**src/rtl/rs_page_ecc.sv**
```systemverilog
module rs_page_ecc #(
  parameter int DATA_BYTES = 512,
  parameter int SYM_W      = 10,
  parameter logic [SYM_W:0] POLY = 11'h409,
  parameter int NPAR       = 6,
  parameter int AW         = 5
) (
  input  logic          clk,
  input  logic          rst,
  input  logic          din_valid,
  input  logic [7:0]    din,
  input  logic          reg_we,
  input  logic [AW-1:0] reg_addr,
  input  logic [15:0]   reg_wdata,
  output logic [15:0]   reg_rdata
);
  localparam int PBITS  = NPAR * SYM_W;
  localparam int PBYTES = (PBITS + 7) / 8;
  localparam int TOTAL  = DATA_BYTES + PBYTES;
  localparam int CW     = $clog2(TOTAL + 1);
  localparam logic [CW-1:0] DB_C  = CW'(DATA_BYTES);
  localparam logic [CW-1:0] TOT_C = CW'(TOTAL);
  localparam logic [AW-1:0] A_CTRL = AW'(0);
  localparam logic [AW-1:0] A_CHK  = AW'(1);
  localparam logic [AW-1:0] A_REM  = AW'(8);
  localparam logic [AW-1:0] A_INV  = AW'(16);

  typedef logic [SYM_W-1:0] sym_t;

  function automatic sym_t gmul(sym_t a, sym_t b);
    sym_t p = '0;
    sym_t x = a;
    for (int i = 0; i < SYM_W; i++) begin
      if (b[i]) p = p ^ x;
      x = {x[SYM_W-2:0], 1'b0} ^ (x[SYM_W-1] ? POLY[SYM_W-1:0] : '0);
    end
    return p;
  endfunction

  function automatic sym_t gcoef(int idx);
    sym_t g [NPAR+1];
    sym_t root = sym_t'(1);
    for (int i = 0; i <= NPAR; i++) g[i] = (i == 0) ? sym_t'(1) : '0;
    for (int r = 0; r < NPAR; r++) begin
      for (int i = NPAR; i > 0; i--) g[i] = g[i-1] ^ gmul(g[i], root);
      g[0] = gmul(g[0], root);
      root = gmul(root, sym_t'(2));
    end
    return g[idx];
  endfunction

  function automatic logic [7:0] brev(logic [7:0] v);
    for (int i = 0; i < 8; i++) brev[i] = v[7-i];
  endfunction

  logic [NPAR-1:0][SYM_W-1:0] rem_q, rem_nx;
  logic [8*PBYTES-1:0] pin_q, pin_nx, pk, pk_nx;
  logic [CW-1:0] cnt_q, poff;
  logic gen_q, en_q, err_q;
  logic ctrl_wr, clr, take, in_data, par_ok, shift;
  sym_t par_sym, sym_in, fb;
  logic unused_wbits;

  assign unused_wbits = ^{reg_wdata[15:8], reg_wdata[4:0]};
  assign ctrl_wr = reg_we && reg_addr == A_CTRL;
  assign clr     = rst || (ctrl_wr && reg_wdata[7]);
  assign in_data = cnt_q < DB_C;
  assign take    = en_q && din_valid && (gen_q ? in_data : cnt_q < TOT_C);
  assign poff    = cnt_q - DB_C;

  always_comb begin
    pin_nx  = pin_q;
    par_ok  = 1'b0;
    par_sym = '0;
    for (int j = 0; j < PBYTES; j++)
      if (poff == CW'(j)) pin_nx[8*j +: 8] = ~din;
    for (int k = 0; k < NPAR; k++)
      if (poff == CW'((SYM_W*k + SYM_W - 1) / 8)) begin
        par_ok  = 1'b1;
        par_sym = pin_nx[SYM_W*k +: SYM_W];
      end
  end

  assign sym_in = in_data ? {{(SYM_W-8){1'b0}}, ~din} : par_sym;
  assign shift  = take && (in_data || par_ok);
  assign fb     = sym_in ^ rem_q[NPAR-1];

  for (genvar i = 0; i < NPAR; i++) begin : g_stage
    localparam sym_t C = gcoef(i);
    if (i == 0) begin : g_first
      assign rem_nx[i] = gmul(fb, C);
    end else begin : g_rest
      assign rem_nx[i] = rem_q[i-1] ^ gmul(fb, C);
    end
    assign pk[SYM_W*(NPAR-1-i) +: SYM_W]    = rem_q[i];
    assign pk_nx[SYM_W*(NPAR-1-i) +: SYM_W] = rem_nx[i];
  end
  if (8*PBYTES > PBITS) begin : g_pad
    assign pk[8*PBYTES-1:PBITS]    = '0;
    assign pk_nx[8*PBYTES-1:PBITS] = '0;
  end

  always_ff @(posedge clk) begin
    if (clr) begin
      rem_q <= '0;
      pin_q <= '0;
      cnt_q <= '0;
      err_q <= 1'b0;
      gen_q <= rst ? 1'b0 : reg_wdata[6];
      en_q  <= rst ? 1'b0 : reg_wdata[5];
    end else begin
      if (ctrl_wr) begin
        gen_q <= reg_wdata[6];
        en_q  <= reg_wdata[5];
      end
      if (take) begin
        cnt_q <= cnt_q + 1'b1;
        if (!in_data) pin_q <= pin_nx;
        if (!gen_q && cnt_q == TOT_C - 1'b1) err_q <= |pk_nx;
      end
      if (shift) rem_q <= rem_nx;
    end
  end

  always_comb begin
    reg_rdata = '0;
    if (reg_addr == A_CTRL) reg_rdata = {9'b0, gen_q, en_q, 5'b0};
    if (reg_addr == A_CHK)  reg_rdata = {8'b0, err_q, 7'b0};
    for (int j = 0; j < PBYTES; j++) begin
      if (reg_addr == A_REM + AW'(j)) reg_rdata = {8'b0, brev(pk[8*j +: 8])};
      if (reg_addr == A_INV + AW'(j)) reg_rdata = {8'b0, ~pk[8*j +: 8]};
    end
  end

  assert_clear_R7: assert property (@(posedge clk) disable iff (rst)
    (ctrl_wr && reg_wdata[7]) |=> (cnt_q == '0 && !err_q && pk == '0));

  assert_freeze_R8: assert property (@(posedge clk) disable iff (rst)
    (!en_q && !ctrl_wr) |=> ($stable(pk) && $stable(cnt_q) && $stable(err_q)));

  assert_gen_stop_R9: assert property (@(posedge clk) disable iff (rst)
    (gen_q && cnt_q == DB_C && !ctrl_wr) |=> (cnt_q == DB_C && $stable(pk)));

  assert_chk_stop_R10: assert property (@(posedge clk) disable iff (rst)
    (cnt_q == TOT_C && !ctrl_wr) |=> (cnt_q == TOT_C && $stable(pk) && $stable(err_q)));

  assert_flag_mode_R11: assert property (@(posedge clk) disable iff (rst)
    $rose(err_q) |-> !$past(gen_q));

  assert_idle_count_R9: assert property (@(posedge clk) disable iff (rst)
    (!din_valid && !ctrl_wr) |=> $stable(cnt_q));
endmodule

```
**config.mk**
```make
export PLATFORM = sky130hd
export DESIGN_NAME = rs_page_ecc
export DESIGN_NICKNAME = d
export VERILOG_FILES = /design/src/rtl/rs_page_ecc.sv
export SDC_FILE = /design/constraint.sdc
export NUM_CORES = 1
export LEC_CHECK = 0
export ABC_CLOCK_PERIOD_IN_PS = 6900
export BUFFER_PORTS_ARGS = -buffer_cell sky130_fd_sc_hd__buf_2
export CAP_MARGIN = 0
export CORE_UTILIZATION = 25
export DETAILED_ROUTE_END_ITERATION = 10
export PLACE_DENSITY = 0.42
export SLEW_MARGIN = 5
export SYNTH_ARGS = -nofsm -noshare
export SYNTH_HDL_FRONTEND = slang
export SYNTH_SLANG_ARGS = --single-unit
```
**constraint.sdc**
```tcl
create_clock -name clk -period 6.9 [get_ports clk]
set_clock_uncertainty 0.2 [all_clocks]
set_input_delay 0.345 -clock clk [delete_from_list [all_inputs] [get_ports clk]]
set_output_delay 0.345 -clock clk [all_outputs]
set_load 0.005 [all_outputs]
```
==> results of run 1 <==
[where the power goes]
| part | leakage [µW] | internal (µW) | switching, µW | total, µW |
|---|---|---|---|---|
| logic | 0.00231 | 1410 | 1770 | 3180 |
| clock network | 0.000159 | 339 | 267 | 605 |
| registers | 0.000875 | 720 | 217 | 937 |
| total | 0.00334 | 2470 | 2260 | 4720 |
[metal layers]
metal / vias to the layer above / global-route usage (%) / wire, µm
li1: 3840 / - / -
met1: 3915 / 27.1 / 15700
met2: 288 / 28.2 / 14300
met3: 30 / 2.55 / 2010
met4: 0 / 5.08 / 514
met5: - / 0 / 0
[registers in the layout, summed over array words and instances, names as in the netlist]
| register | flops |
|---|---|
| en_q | 1 |
| pk | 60 |
| gen_q | 1 |
| err_q | 1 |
| pin_q | 34 |
| cnt_q | 10 |
[through the flow]
step | hold slack (ns) | utilization [%] | cells | instance area (µm²)
after global routing | 0.0903 | 28.3 | 1518 | 9500
after floorplan | 0.258 | - | 1090 | 8610
final | 0.0788 | 28.3 | 1518 | 9500
after CTS | 0.0806 | 28.3 | 1518 | 9500
after global placement | 0.284 | 27.3 | 1502 | 9180
after detailed placement | 0.288 | 27.3 | 1502 | 9180
[worst paths after layout]
path | startpoint | to | slack (ns) | cells past startpoint
max | cnt_q[5] | err_q | 1.00 | 13
min | reg_wdata[6] | gen_q | 0.08 | 2
min reg2reg | pin_q[51] | pin_q[51] | 0.30 | 2
max reg2reg | cnt_q[5] | err_q | 1.00 | 13
[critical path: stages, from the launching register on]
cell	delay, ns
dfxtp_1	0.35
or4_1	0.79
buf_4	0.27
a2111oi_0	0.57
o211ai_1	0.18
a221o_2	0.47
xor2_4	0.51
xnor3_1	0.61
xor2_1	0.25
or3b_1	0.40
a2111oi_0	0.43
o2111ai_1	0.21
a2111oi_2	0.44
nor3_1	0.07
[placed cells by master, fill, tap and decap left out, types with 7 or more instances in the layout]
master,netlist,layout
a2111oi_0,7,7
dfxtp_1,105,105
clkbuf_16,0,9
a21oi_1,63,63
buf_4,9,28
xnor3_1,22,22
a221oi_1,8,8
nor2b_1,8,8
o211ai_1,17,17
or3_1,11,11
mux2i_1,8,8
nand3_1,21,21
a31oi_1,8,7
o22ai_1,13,13
buf_2,11,27
conb_1,1,8
o21ai_0,33,33
nor3_1,26,26
nand2_1,123,123
o2111ai_1,9,9
a211oi_1,68,68
nand2b_1,10,10
xnor2_1,80,79
nor3b_1,9,9
inv_1,11,11
or2_2,8,8
xor2_1,45,44
nor4_1,8,7
and3_1,13,13
nor2_1,136,136
[layout make-up]
cell class                      count  share of cell area [%]
Clock buffer                       12                    2.70
Sequential cell                   107                    22.7
Inverter                           13                   0.513
Clock inverter                      4                   0.764
Timing Repair Buffer               56                    3.84
Tap cell                          448                    5.90
Multi-Input combinational cell    878                    63.5
[kinds of logic (layout without fill, tap and decap cells)]
kind of cell,Yosys count,after routing,synth area share [%]
AND/OR/NAND/NOR,418,418,23.7
other,1,8,0.0437
buffers and inverters,105,85,5.24
multiplexers,10,10,1.20
flip-flops,107,107,25.2
adder cells (fa/ha/maj),4,4,0.583
XOR/XNOR,157,157,20.9
AO/OA/AOI/OAI,281,281,23.1
==> key figures, run 1 <==
Placed design
  – IO Port Bufs: 27
  – Pre-CTS setup slack: 1.04 ns
  – Post-DP HPWL: 23800 µm
  – Routability Congestion: 0.855

Die
  – Die W: 187 µm
  – Initial Util: 25.5%
  – Row count: 67
  – Die height: 187 µm
  – Die area: 35100 µm²
  – Core area: 33600 µm²
  – IO Pins: 49

Critical path
  – Critical Path Fanout Max: 11
  – Crit path required time: 6.93 ns
  – Worst Setup Path Type: register to register
  – Crit start category: register
  – Worst Setup End Kind: register
  – Worst EP arrival: 5.93 ns

Yosys
  – Ys Warns: 0
  – Main flop type after synthesis: dfxtp_1
  – Synth Register Bits: 107
  – Largest area contributor in the netlist: dfxtp_1
  – Post-synth EDFFs: 2
  – Synth top area cells: dfxtp_1 25%, xnor2_1 8.2%, a211oi_1 6.0%, nor2_1 6.0%, xnor3_1 5.8%
  – Avg Synthesized Cell Area: 7.92 µm²
  – FFs w/ async S/R, synth: 0%
  – Register area share after synthesis: 25.2%
  – Yosys top cell area share: 24.5%
  – Top post-synthesis cells by count: 136 x nor2_1, 123 x nand2_1, 105 x dfxtp_1
  – Count leader, synth: nor2_1
  – Syn Std Cell Area: 8580 µm²
  – Synth cell types: 86
  – Cells after Synth: 1083

STA
  – Final count of hold timing violations: 0
  – Setup TNS: 0 ns
  – FMAX: 170 MHz
  – RSZ-0062 raised after global routing: false
  – Setup ws final: 1.00 ns
  – Worst Tran Pin Value: 1.01 ns
  – Fin crit share: 85.5%
  – Slew HR: 32.1%
  – Final worst path period need: 5.90 ns
  – Final Max Tran Viols: 0
  – Final setup fails: 0

Layout
  – Share of post-route cells with drive strength above 1: 10.7%
  – Layout area overhead: 10.8%
  – Multi-input gate area: 6040 µm²
  – N_diodes: 0
  – Fin nets: 1102
  – Register area: 2160 µm²
  – Fill count: 3669

Clocking
  – CTS sink count: 107
  – Clk_lat worst skew: 0.37 ns
  – Clk buf depth: 2
  – Htree depth: 3
  – Cts hold-fix bufs: 0
  – Clk Tree Root Cell: clkbuf_16
  – Post-CTS resize count: 0
  – Clk slew on worst S/H paths: 0.08 ns
  – CTS buffer count: 9
  – Postcts setup bufs: 0
  – CTS tree: yes

Power
  – Maximum VDD drop: 231 µV
  – Power Total: 4720 µW
  – Power Density: 497 nW/µm²
  – Leakage: 0.00334 µW

Global route
  – Antenna violations before repair: 0
  – First-pass GRT wire length: 48900 µm
  – Number of global-route vias before repair: 7466
  – Largest net degree at the start of global routing: 71
  – Total grt overflow: 0
  – GRT Resource Usage Total: 18.6%

Drt
  – Final ANT Viol Nets: 0
  – Vias: 8073
  – WL final: 32600 µm
  – Vias per inst: 5.32
  – # DRC: 0
  – Routed WL per cell: 21.5 µm
  – Drt initial violations: 894
  – Drt first pass iters: 6

Status
  – Status: completed

Min path
  – Hold crit path type: input port to register

Flow run
  – Max-capacitance violation count: 0
(Power assumes the default switching activity.)
==> inputs of run 2 (changes only) <==
--- a/config.mk
+++ b/config.mk
@@ -10,6 +10,7 @@
 export CAP_MARGIN = 0
 export CORE_UTILIZATION = 25
 export DETAILED_ROUTE_END_ITERATION = 10
+export MAX_ROUTING_LAYER = met4
 export PLACE_DENSITY = 0.42
 export SLEW_MARGIN = 5
 export SYNTH_ARGS = -nofsm -noshare
==> run 2 against run 1 <==
  * Critical path depth up 2
  * Clock power decreased by 16%
  * Die area stayed put
  * Global-route usage is 0.44 points higher
  * First-iteration DRC count fell by 7.0%
  * Power decreased by 1.6%
  * Cell count barely moved
==> key figures, run 2 (synthesis gave the netlist of run 1 again) <==
Status
  – Status: completed

Power
  – Clock power frac: 10.9%
  – Logic pwr share: 69.0%
  – Sw frac: 48.9%
  – Sw power: 2270 µW
  – Power Density: 493 nW/µm²
  – Maximum VDD drop: 216 µV
  – Leakage: 0.00331 µW
  – Sequential share of power: 20.1%
  – P_int: 2370 µW

STA
  – Worst Tran Pin Value: 1.01 ns
  – Slew HR: 31.9%
  – Fin crit share: 86.3%
  – Setup ws final: 0.948 ns
  – Final setup fails: 0
  – Final worst path period need: 5.95 ns
  – Setup TNS: 0 ns
  – Final count of hold timing violations: 0
  – RSZ-0062 raised after global routing: false
  – FMAX: 168 MHz
  – Final Max Tran Viols: 0

Critical path
  – Reg2reg setup slack: 0.95 ns
  – Worst Setup End Kind: register
  – Worst EP arrival: 5.98 ns
  – Reg2Reg Launch Point: cnt_q[0]
  – Worst Setup Path Type: register to register
  – Crit path from: cnt_q[0]
  – Critical Path Fanout Max: 17
  – Crit start category: register
  – Crit path required time: 6.92 ns

Clocking
  – CTS sink count: 107
  – Clk slew on worst S/H paths: 0.08 ns
  – Clk_lat worst skew: 0.37 ns
  – CTS tree: yes
  – Clk buf depth: 2
  – Postcts setup bufs: 0
  – Htree depth: 3
  – Cts hold-fix bufs: 0
  – CTS buffer count: 9
  – Post-CTS resize count: 0
  – Clk Tree Root Cell: clkbuf_16

Layout
  – Share of post-route cells with drive strength above 1: 10.7%
  – Fin nets: 1103
  – Fin cells: 1519
  – Number of flip-flops under the largest register name: 60
  – Fin area: 9430 µm²
  – Fill count: 3625
  – Layout area overhead: 9.96%
  – Most common cell after layout, fill and taps aside: nor2_1
  – Most frequent cells in the layout: 136 x nor2_1, 123 x nand2_1, 105 x dfxtp_1
  – N_diodes: 0

Die
  – Die W: 187 µm
  – Die height: 187 µm
  – Die area: 35100 µm²
  – Row count: 67
  – IO Pins: 49
  – Core area: 33600 µm²
  – Initial Util: 25.5%

Global route
  – GRT Resource Usage Total: 19.0%
  – Largest net degree at the start of global routing: 86
  – Antenna violations before repair: 0
  – Number of global-route vias before repair: 7419
  – Total grt overflow: 0
  – First-pass GRT wire length: 49200 µm

Drt
  – WL final: 32200 µm
  – Vias: 8029
  – Drt first pass iters: 5
  – Final ANT Viol Nets: 0
  – Vias per inst: 5.29
  – Drt initial violations: 831
  – # DRC: 0
  – Routed WL per cell: 21.2 µm

Placed design
  – Post-DP HPWL: 23700 µm
  – Routability Congestion: 0.907
  – Placed Instance Area: 9170 µm²
  – Pre-CTS setup slack: 1.06 ns
  – Placed cells: 1503
  – IO Port Bufs: 27

Flow run
  – Max-capacitance violation count: 0

Min path
  – Hold path startpoint: reg_wdata[6]
  – Hold crit path type: input port to register
run 2: worst paths after layout:
| path | depth (start not counted) | endpoint |
|---|---|---|
| setup / recovery | 15 | err_q |
| hold / removal | 2 | gen_q |
| setup reg to reg | 15 | err_q |
| hold reg to reg | 2 | pin_q[20] |
run 2: power groups by stage:
stage / clock network [µW] / logic [µW] / registers (µW)
4_1_cts: 527 / 3170 / 932
6_report: 508 / 3210 / 933
2_1_floorplan: 0 / 2380 / 825
3_5_place_dp: 0 / 3150 / 946
3_3_place_gp: 0 / 3170 / 950
5_1_grt: 553 / 3420 / 947
run 2: layout make-up:
| type | count | area, µm² | share of cell area [%] |
|---|---|---|---|
| Clock buffer | 11 | 233 | 2.47 |
| Clock inverter | 5 | 31.3 | 0.332 |
| Inverter | 13 | 48.8 | 0.517 |
| Multi-Input combinational cell | 878 | 6040 | 64.0 |
| Sequential cell | 107 | 2160 | 22.9 |
| Tap cell | 448 | 561 | 5.94 |
| Timing Repair Buffer | 57 | 360 | 3.82 |
run 2: routing by layer:
metal  GRT usage [%]  part of all wire (%)  vias up
met4            4.63                   1.6        0
met3            2.40                   5.7       26
met1            27.8                    50     3891
li1                -                     -     3855
met2            27.3                    43      257
met5               -                     0        -
run 2: stage by stage:
step                util, %  hold slack (ns)  total power (µW)
detailed placement     27.3            0.291              4100
floorplan                 -            0.258              3200
CTS                    28.1           0.0797              4630
global placement       27.3            0.285              4120
global route           28.1           0.0806              4920
finish                 28.1           0.0821              4650
run 2: critical path, stage by stage, from the launching register on:
cell	delay [ns]
dfxtp_1	0.37
inv_1	0.10
ha_1	0.40
buf_4	0.32
nand3b_1	0.24
nor3_1	0.28
mux2i_1	0.27
nor2_1	0.08
a2111oi_1	0.75
or3_1	0.59
xnor2_2	0.34
or3_1	0.43
a2111oi_0	0.62
o2111ai_1	0.26
a2111oi_2	0.46
nor3_1	0.08
==> inputs of run 3 (changes only) <==
--- a/config.mk
+++ b/config.mk
@@ -11,7 +11,6 @@
 export CORE_UTILIZATION = 25
 export DETAILED_ROUTE_END_ITERATION = 10
 export MAX_ROUTING_LAYER = met4
-export PLACE_DENSITY = 0.42
 export SLEW_MARGIN = 5
 export SYNTH_ARGS = -nofsm -noshare
 export SYNTH_HDL_FRONTEND = slang
==> run 3 against run 2 <==
  * First-iteration DRC count up 12%
  * Highest routed layer unchanged
  * Cell count down 0.20%
  * Die area stayed put
  * Largest cell class unchanged
  * Sequential power grew 0.5%
  * Hold slack better by 0.0083 ns
  * Critical path depth unchanged
  * Combinational power decreased by 4%
  * Power down 1.2%
  * Setup slack improved by 0.063 ns
  * Largest power group unchanged
  * Register-to-register slack gained 0.06 ns
==> key figures, run 3 (synthesis gave the netlist of run 1 again) <==
Drt
  – Vias: 8200
  – Drt first pass iters: 7
  – # DRC: 0
  – Drt initial violations: 929
  – Vias per inst: 5.41
  – Final ANT Viol Nets: 0
  – Routed WL per cell: 19.0 µm
  – WL final: 28800 µm

Global route
  – Total grt overflow: 0
  – Antenna violations before repair: 0
  – Number of global-route vias before repair: 7618
  – First-pass GRT wire length: 45100 µm
  – GRT Resource Usage Total: 16.9%
  – Largest net degree at the start of global routing: 74

Die
  – Core area: 33600 µm²
  – Initial Util: 25.5%
  – Row count: 67
  – IO Pins: 49
  – Die W: 187 µm
  – Die area: 35100 µm²
  – Die height: 187 µm

Clocking
  – Postcts setup bufs: 0
  – Htree depth: 3
  – Clk_lat worst skew: 0.36 ns
  – Clk slew on worst S/H paths: 0.07 ns
  – Clk Tree Root Cell: clkbuf_16
  – Clk buf depth: 2
  – CTS tree: yes
  – Post-CTS resize count: 0
  – CTS sink count: 107
  – CTS buffer count: 9
  – Cts hold-fix bufs: 0

Flow run
  – Max-capacitance violation count: 0

Layout
  – Fin nets: 1100
  – Share of post-route cells with drive strength above 1: 10.6%
  – Fin cells: 1516
  – Most common cell after layout, fill and taps aside: nor2_1
  – Most frequent cells in the layout: 136 x nor2_1, 123 x nand2_1, 105 x dfxtp_1
  – Layout area overhead: 10.3%
  – Number of flip-flops under the largest register name: 60
  – N_diodes: 0

STA
  – Setup TNS: 0 ns
  – Final setup fails: 0
  – Worst Tran Pin Value: 1.11 ns
  – Fin crit share: 85.4%
  – Slew HR: 25.8%
  – RSZ-0062 raised after global routing: false
  – FMAX: 170 MHz
  – Final count of hold timing violations: 0
  – Final worst path period need: 5.89 ns
  – Final Max Tran Viols: 0

Status
  – Status: completed

Critical path
  – CP max stage delay: 0.71 ns
  – CP Cell Sequence: inv_1, ha_1, buf_4, clkinv_1, nor2_1, a221oi_1, o32ai_1, xor2_1, xnor3_1, xor2_1, or3b_1, a2111oi_0, o2111ai_1, a2111oi_2, nor3_1
  – Cell mode on critical path: xor2_1
  – Worst Setup End Kind: register
  – Critical Path Fanout Max: 18
  – Crit start category: register
  – Worst Setup Path Type: register to register
  – CP max-delay cell: xnor3_1
  – Crit path required time: 6.92 ns
  – Worst EP arrival: 5.91 ns

Placed design
  – Placed cells: 1500
  – IO Port Bufs: 27
  – Post-DP HPWL: 20800 µm
  – Routability Congestion: 0.953

Power
  – Maximum VDD drop: 198 µV
  – Power Density: 485 nW/µm²
  – Leakage: 0.00332 µW
  – Power Total: 4590 µW

Min path
  – Hold crit path type: input port to register
## run 3: cell count changes in the layout (fill, tap and decap cells not counted), sizes merged
cell | previous run | this run
buf | 57 | 54
clkinvlp | 1 | 2
clkbuf | 11 | 13
clkinv | 6 | 2
bufinv | 0 | 1
## run 3: cell type report
cell class	instances	area, µm²
multi-input cells	878	6040
inverters	13	48.8
repair buffers	54	338
fillers	3652	24200
clock inverters	3	45.0
flip-flops and latches	107	2160
clock buffers	13	270
well taps	448	561
## run 3: through the flow
step           instance area [µm²]  setup WS (ns)  util, %  hold slack, ns
6_report                      9460           1.01     28.1          0.0904
4_1_cts                       9460           1.08     28.1          0.0972
3_5_place_dp                  9150           1.10     27.2           0.293
5_1_grt                       9460          0.769     28.1          0.0966
3_3_place_gp                  9150           1.12     27.2           0.287
2_1_floorplan                 8610           2.11        -           0.258
## run 3: critical path, delay by kind of cell, from the launching register on
kind / cells / cell delay, ns
compound gates: 5 / 1.74
fa+ha+maj: 1 / 0.46
xor+xnor: 3 / 1.60
flops: 1 / 0.36
buf+inv: 3 / 0.70
simple gates: 3 / 0.68
## run 3: layer usage
layer  vias to the layer above  GRT usage, %  share of wire (%)
met5                         -             -                  0
li1                       3843             -                  -
met4                         0          6.18                2.8
met1                      3948          22.4                 45
met2                       349          26.4                 45
met3                        60          1.97                7.0
## run 3: power breakdown
part | internal [µW] | total, µW | switching (µW) | leakage (µW)
sequential | 721 | 938 | 218 | 0.000875
combinational | 1420 | 3090 | 1680 | 0.00229
clock | 312 | 560 | 248 | 0.000148
total | 2450 | 4590 | 2140 | 0.00332
## run 3: worst paths after layout
| check | slack, ns | depth (start not counted) | start | end |
|---|---|---|---|---|
| worst max-delay path | 1.01 | 15 | cnt_q[0] | err_q |
| worst min register to register | 0.30 | 2 | pin_q[7] | pin_q[7] |
| worst max register to register | 1.01 | 15 | cnt_q[0] | err_q |
| worst min-delay path | 0.09 | 2 | reg_wdata[5] | en_q |
